### src/rtl/cfg_width_detect.sv
module cfg_width_detect #(
  parameter int DATA_W = 32,
  parameter int LANE_W = 8,
  parameter logic [LANE_W-1:0] MARK_BYTE = 8'hBB,
  parameter logic [LANE_W-1:0] PAT_B8    = 8'h11,
  parameter logic [LANE_W-1:0] PAT_B16   = 8'h22,
  parameter logic [LANE_W-1:0] PAT_B32   = 8'h44
) (
  input  logic              clk,
  input  logic              rst_n,
  input  logic              in_valid,
  input  logic [DATA_W-1:0] in_data,
  output logic [1:0]        width_code,
  output logic              width_done
);

  localparam logic [1:0] CODE_NONE = 2'b00;
  localparam logic [1:0] CODE_8    = 2'b01;
  localparam logic [1:0] CODE_16   = 2'b10;
  localparam logic [1:0] CODE_32   = 2'b11;

  logic [LANE_W-1:0] low_lane;
  logic [1:0]        lane_code;
  logic              armed_q;
  logic [1:0]        code_q;
  logic              done_q;

  assign low_lane = in_data[LANE_W-1:0];

  always_comb begin
    case (low_lane)
      PAT_B8:  lane_code = CODE_8;
      PAT_B16: lane_code = CODE_16;
      PAT_B32: lane_code = CODE_32;
      default: lane_code = CODE_NONE;
    endcase
  end

  always_ff @(posedge clk or negedge rst_n) begin
    if (!rst_n) begin
      armed_q <= 1'b0;
      code_q  <= CODE_NONE;
      done_q  <= 1'b0;
    end else if (in_valid && !done_q) begin
      if (armed_q) begin
        armed_q <= 1'b0;
        if (lane_code != CODE_NONE) begin
          code_q <= lane_code;
          done_q <= 1'b1;
        end
      end else begin
        armed_q <= (low_lane == MARK_BYTE);
      end
    end
  end

  assign width_code = code_q;
  assign width_done = done_q;

endmodule

### config.mk
export PLATFORM = sky130hd
export DESIGN_NAME = cfg_width_detect
export DESIGN_NICKNAME = d
export VERILOG_FILES = /design/src/rtl/cfg_width_detect.sv
export SDC_FILE = /design/constraint.sdc
export NUM_CORES = 1
export LEC_CHECK = 0
export BUFFER_PORTS_ARGS = -buffer_cell sky130_fd_sc_hd__buf_4
export CORE_AREA = 5 5 42 44
export DETAILED_ROUTE_END_ITERATION = 10
export DIE_AREA = 0 0 47 49
export GPL_ROUTABILITY_DRIVEN = 0
export SETUP_SLACK_MARGIN = 0.1
export SYNTH_ARGS = -nofsm -noshare
export SYNTH_HDL_FRONTEND = slang
export SYNTH_SLANG_ARGS = --single-unit
export TNS_END_PERCENT = 50
### constraint.sdc
create_clock -name clk -period 1.1 [get_ports clk]
set_input_delay 0.055 -clock clk [delete_from_list [all_inputs] [get_ports clk]]
set_output_delay 0.055 -clock clk [all_outputs]
set_load 0.01 [all_outputs]
==> qor.csv, run 1 <==
metric,value,unit
outcome,completed,
largest family of logic cells by synthesized area,simple AND/OR/NAND/NOR gates,
vias in the first global route,263,
ANT cells,0,
crit path cell chain,nor2b_1 -> buf_4 -> nand4_1 -> o31ai_2,
first-pass GRT wire length,966,um
total gr overflow,0,
CP max FO,3,
PwrDens,838,nW/um2
Worst-path clk slew,0.03,ns
port buffer count,13,
synthesized instance count,26,
clock sinks,4,
num ports,38,
vias per cell,4.42,
die width,47,um
initial antenna violation count,0,
First DRT Iteration DRCs,9,
Worst Path Required,1.23,ns
Worst-Margin Slew,0.345,ns
setup violators final,0,
Max Cap Viol,0,
row count,14,
All-Layer GR Usage,0.0594,
DRT Wirelength,713,um
worst r2r path cells,4,
clock latency on the worst-skew pair,0.23,ns
Max VDD drop,412,uV
register area,100,um2
DP HPWL,559,um
reg-to-reg endpoint,armed_q,
Core Area,1400,um2
Post-Syn Area,254,um2
CTS Buffer Depth,2,
post-synthesis adder-cell area fraction,0,
sequential share of the synthesized area,0.394,
DR pass1 iterations,2,
worst setup margin,0.0174,ns
RR Startpoint,width_done,
"flops & latches, synth",4,
nets,85,
RSZ-0062 raised after global routing,true,
total number of vias,283,
Compound-Gate Fraction of Synth Area,0.163,
Worst Skew,0.00165,ns
CP endpoint kind,register,
Hold Slack,0.148,ns
Multi-input gate area,174,um2
Yosys cell types,17,
total CTS buffers,3,
Slew HR,0.768,
drt drc,0,
Routed Antenna Nets,0,
final-layout fill cell count,163,
largest net degree at the start of global routing,5,
die span in y,49,um
Starting Density,0.181,
critical path's largest stage delay,0.38,ns
syn nets,61,
simple-gate share of the synthesized area,0.443,
mux contribution to synthesized area,0,
fmax,0.924,GHz
leak pwr,0.219,nW
xor-xnor portion of the synthesized cell area,0,
pre-CTS WS,-0.235,ns
root buf cell,clkbuf_4,
CTS H-tree lvls,1,
CTS tree,done,
WL per Instance,11.1,um
Layout area overhead,83.3,%
fin crit share,0.984,
YS warnings,0,
layout cells sized above 1,0.583,
WP data arrival,1.21,ns
startpoint types,register,
hold crit path type,input port to async pin,
flop-to-flop setup slack,0.02,ns
Fin. Hold Viols,0,
slowest CP cell,dfrtp_1,
syn_area_per_cell,9.77,um2
Die ar.,2300,um2
WS Path Type,register to register,
"Slew Viols, Final",0,
"Min Clock Period, post-route",1.08,ns
==> critical path: cells and delay by family, from the launching register on <==
kind / cells / cell delay (ns)
compound gates: 1 / 0.23
buf+inv: 1 / 0.12
flops: 1 / 0.38
simple gates: 2 / 0.25
==> synthesized netlist by cell type <==
cell / n / area [um2]
nor2b_1: 1 / 6.26
or4_1: 1 / 7.51
and2_1: 1 / 6.26
nor2_1: 1 / 3.75
a2bb2oi_1: 1 / 8.76
dfrtp_1: 4 / 100
nand2b_1: 1 / 6.26
o31ai_1: 1 / 7.51
nor3_1: 2 / 10.0
o21ai_0: 1 / 5.00
or4_4: 1 / 11.3
o22a_2: 1 / 10.0
nand2_1: 4 / 15.0
nand3b_1: 2 / 15.0
a21bo_1: 1 / 10.0
nor4_2: 2 / 25.0
nand4_1: 1 / 6.26
==> where the power goes <==
group,internal [mW],switching [mW],leakage (nW),total [mW]
Combinational,0.0405,0.0281,0.150,0.0687
Sequential,0.148,0.000256,0.0559,0.149
Clock,0.121,0.0512,0.0138,0.173
Total,0.310,0.0796,0.219,0.390
==> through the flow <==
| step | total power [mW] | setup TNS [ns] | cell area (um2) | instances | util |
|---|---|---|---|---|---|
| 2_1_floorplan | 0.162 | -0.0828 | 254 | 26 | - |
| 4_1_cts | 0.397 | 0 | 442 | 64 | 0.315 |
| 6_report | 0.390 | 0 | 465 | 64 | 0.332 |
| 5_1_grt | 0.412 | -0.0541 | 465 | 64 | 0.332 |
| 3_3_place_gp | 0.210 | -0.523 | 409 | 60 | 0.292 |
| 3_5_place_dp | 0.210 | -0.523 | 409 | 60 | 0.292 |
==> routing by layer <==
metal,GRT usage,vias up,part of all wire
met2,0.0792,11,0.47
met3,0.0111,0,0.10
met4,0.0553,0,0
met1,0.0757,128,0.43
met5,0,-,0
li1,-,144,-
==> cell families (layout without fill, tap and decap cells) <==
group                  Yosys count  after routing
buffers and inverters            0             22
and+or+nand+nor                 17             17
AOI/OAI and AO/OA                5              5
DFF                              4              4
==> flip-flops by register name, indices dropped and copies added, names as in the netlist <==
| signal | cells |
|---|---|
| width_done | 1 |
| armed_q | 1 |
| width_code | 2 |
==> placed cells by master (no fill, tap or decap), drive strengths merged, types with 2 or more instances in the layout <==
| master | n |
|---|---|
| buf | 18 |
| nand2 | 4 |
| dfrtp | 4 |
| clkbuf | 3 |
| or4 | 2 |
| nor3 | 2 |
| nand3b | 2 |
| nor4 | 2 |
==> worst max-delay path by stage <==
| stage | slack, ns | endpoint | cells past startpoint | from |
|---|---|---|---|---|
| 2_1_floorplan | -0.05 | width_code[1] | 4 | in_data[1] |
| 3_3_place_gp | -0.22 | width_code[1] | 5 | in_data[1] |
| 3_5_place_dp | -0.24 | width_code[1] | 5 | in_data[1] |
| 4_1_cts | 0.002 | width_code[1] | 5 | in_data[1] |
| 5_1_grt | -0.04 | armed_q | 4 | width_done |
| 6_report | 0.02 | armed_q | 4 | width_done |
==> cell type report <==
| class | count | share of cell area |
|---|---|---|
| Multi-Input combinational cell | 22 | 0.374 |
| Timing Repair Buffer | 19 | 0.320 |
| Sequential cell | 4 | 0.215 |
| Clock buffer | 3 | 0.0484 |
| Tap cell | 16 | 0.0430 |
==> repair_timing <==
| item | in CTS | in global routing |
|---|---|---|
| hold endpoints to repair | 4 | 0 |
| endpoints found under the setup margin | 3 | 4 |
| pin swaps | 0 | 1 |
| setup buffers | 0 | 0 |
| hold buffers | 1 | 0 |
| resized for setup | 0 | 6 |
(Power assumes the default switching activity.)
==> run 2: changes to the inputs <==
- PLACE_DENSITY: unset -> 0.61
==> qor.csv, run 2 (synthesis results as in run 1) <==
metric,value,unit
die width,47,um
die span in y,49,um
Placed Area,402,um2
clock power share,0.452,
worst r2r path cells,4,
vias per cell,4.45,
Hold Crit Depth,3,
WP data arrival,1.25,ns
Worst-Margin Slew,0.332,ns
Largest register FFs,2,
Comb pwr share,0.172,
RR Startpoint,width_done,
CP endpoint kind,register,
Max Cap Viol,0,
clock latency on the worst-skew pair,0.23,ns
leak pwr,0.223,nW
Worst Path Required,1.27,ns
hold crit path type,input port to register,
CTS Buffer Depth,2,
share of power burned in registers,0.375,
WHS Endpoint,armed_q,
DRT Wirelength,757,um
initial antenna violation count,0,
flop-to-flop setup slack,0.06,ns
final instance area,469,um2
DR pass1 iterations,3,
Psw,0.0861,mW
Pwr Total,0.396,mW
CP max FO,2,
root buf cell,clkbuf_4,
Worst-path clk slew,0.04,ns
PwrDens,843,nW/um2
row count,14,
"Slew Viols, Final",0,
Die ar.,2300,um2
largest net degree at the start of global routing,5,
reg-to-reg endpoint,width_code[1],
Core Area,1400,um2
Slew HR,0.777,
total number of vias,289,
WS Path Type,input port to register,
total CTS buffers,3,
fmax,0.927,GHz
clock sinks,4,
setup violators final,0,
most frequent cells in the layout,"19 x buf_4, 4 x nand2_1, 4 x dfrtp_1",
DP HPWL,570,um
WL per Instance,11.6,um
first-pass GRT wire length,1.00,mm
total gr overflow,0,
Layout area overhead,84.7,%
"Min Clock Period, post-route",1.08,ns
Starting Density,0.181,
Routed Antenna Nets,0,
Worst Skew,0.00187,ns
ANT cells,0,
First DRT Iteration DRCs,4,
Fin. Hold Viols,0,
All-Layer GR Usage,0.0636,
vias in the first global route,256,
port buffer count,13,
Internal,0.310,mW
Max VDD drop,414,uV
RSZ-0062 raised after global routing,true,
fin crit share,0.981,
layout cells sized above 1,0.592,
"most common cell after layout, fill and taps aside",buf_4,
hold_sp,in_data[3],
startpoint types,input port,
outcome,completed,
CTS H-tree lvls,1,
Switching Share,0.218,
CTS tree,done,
drt drc,0,
nets,86,
num ports,38,
## run 2: worst max-delay path, cell delays in order
cell and delay (ns):
buf_4 0.11, or4_4 0.55, nor4_2 0.22, a2bb2oi_1 0.18
o22a_2 0.14
## run 2: power by group through the flow
stage          registers, mW  logic [mW]  clock network [mW]
6_report               0.148      0.0682               0.179
5_1_grt                0.148      0.0736               0.208
4_1_cts                0.148      0.0641               0.193
3_5_place_dp           0.150      0.0602                   0
3_3_place_gp           0.150      0.0592                   0
2_1_floorplan          0.150      0.0114                   0
## run 2: layout make-up
class | count | area [um2]
fill | 165 | 932
multi-input combinational | 22 | 174
timing repair buffer | 20 | 153
sequential | 4 | 100
clock buffer | 3 | 22.5
tap | 16 | 20.0
## run 2: how the worst max path moves through the flow
| stage | cells after the start | endpoint | slack [ns] | start |
|---|---|---|---|---|
| floorplan | 4 | width_code[1] | -0.05 | in_data[1] |
| global placement | 5 | width_code[1] | -0.21 | in_data[1] |
| detailed placement | 5 | width_code[1] | -0.22 | in_data[1] |
| CTS | 5 | width_code[1] | 0.02 | in_data[1] |
| global route | 5 | width_code[1] | -0.02 | in_data[1] |
| finish | 5 | width_code[0] | 0.02 | in_data[0] |
## run 2: per-layer routing
metal  global-route usage  vias up  share of wire
met2               0.0792       11           0.51
met4               0.0691        0              0
met3               0.0221        0           0.10
li1                     -      146              -
met5                    0        -              0
met1               0.0756      132           0.39
## run 2: stage by stage
step | setup WS [ns] | util | cells | hold slack [ns] | TNS [ns]
after global placement | -0.214 | 0.287 | 59 | -0.146 | -0.496
final | 0.0212 | 0.335 | 65 | 0.141 | 0
after CTS | 0.0189 | 0.324 | 65 | 0.139 | 0
after global routing | -0.0173 | 0.335 | 65 | 0.124 | -0.0173
after floorplan | -0.0470 | - | 26 | -0.241 | -0.0828
after detailed placement | -0.222 | 0.287 | 59 | -0.146 | -0.522
## run 2: repair_timing
action / in CTS / in global routing
hold buffers: 1 / 0
resized for setup: 2 / 3
buffers inserted: 2 / 0
endpoints found under the setup margin: 4 / 4
endpoints found under the hold margin: 4 / 0
pin swaps: 4 / 1
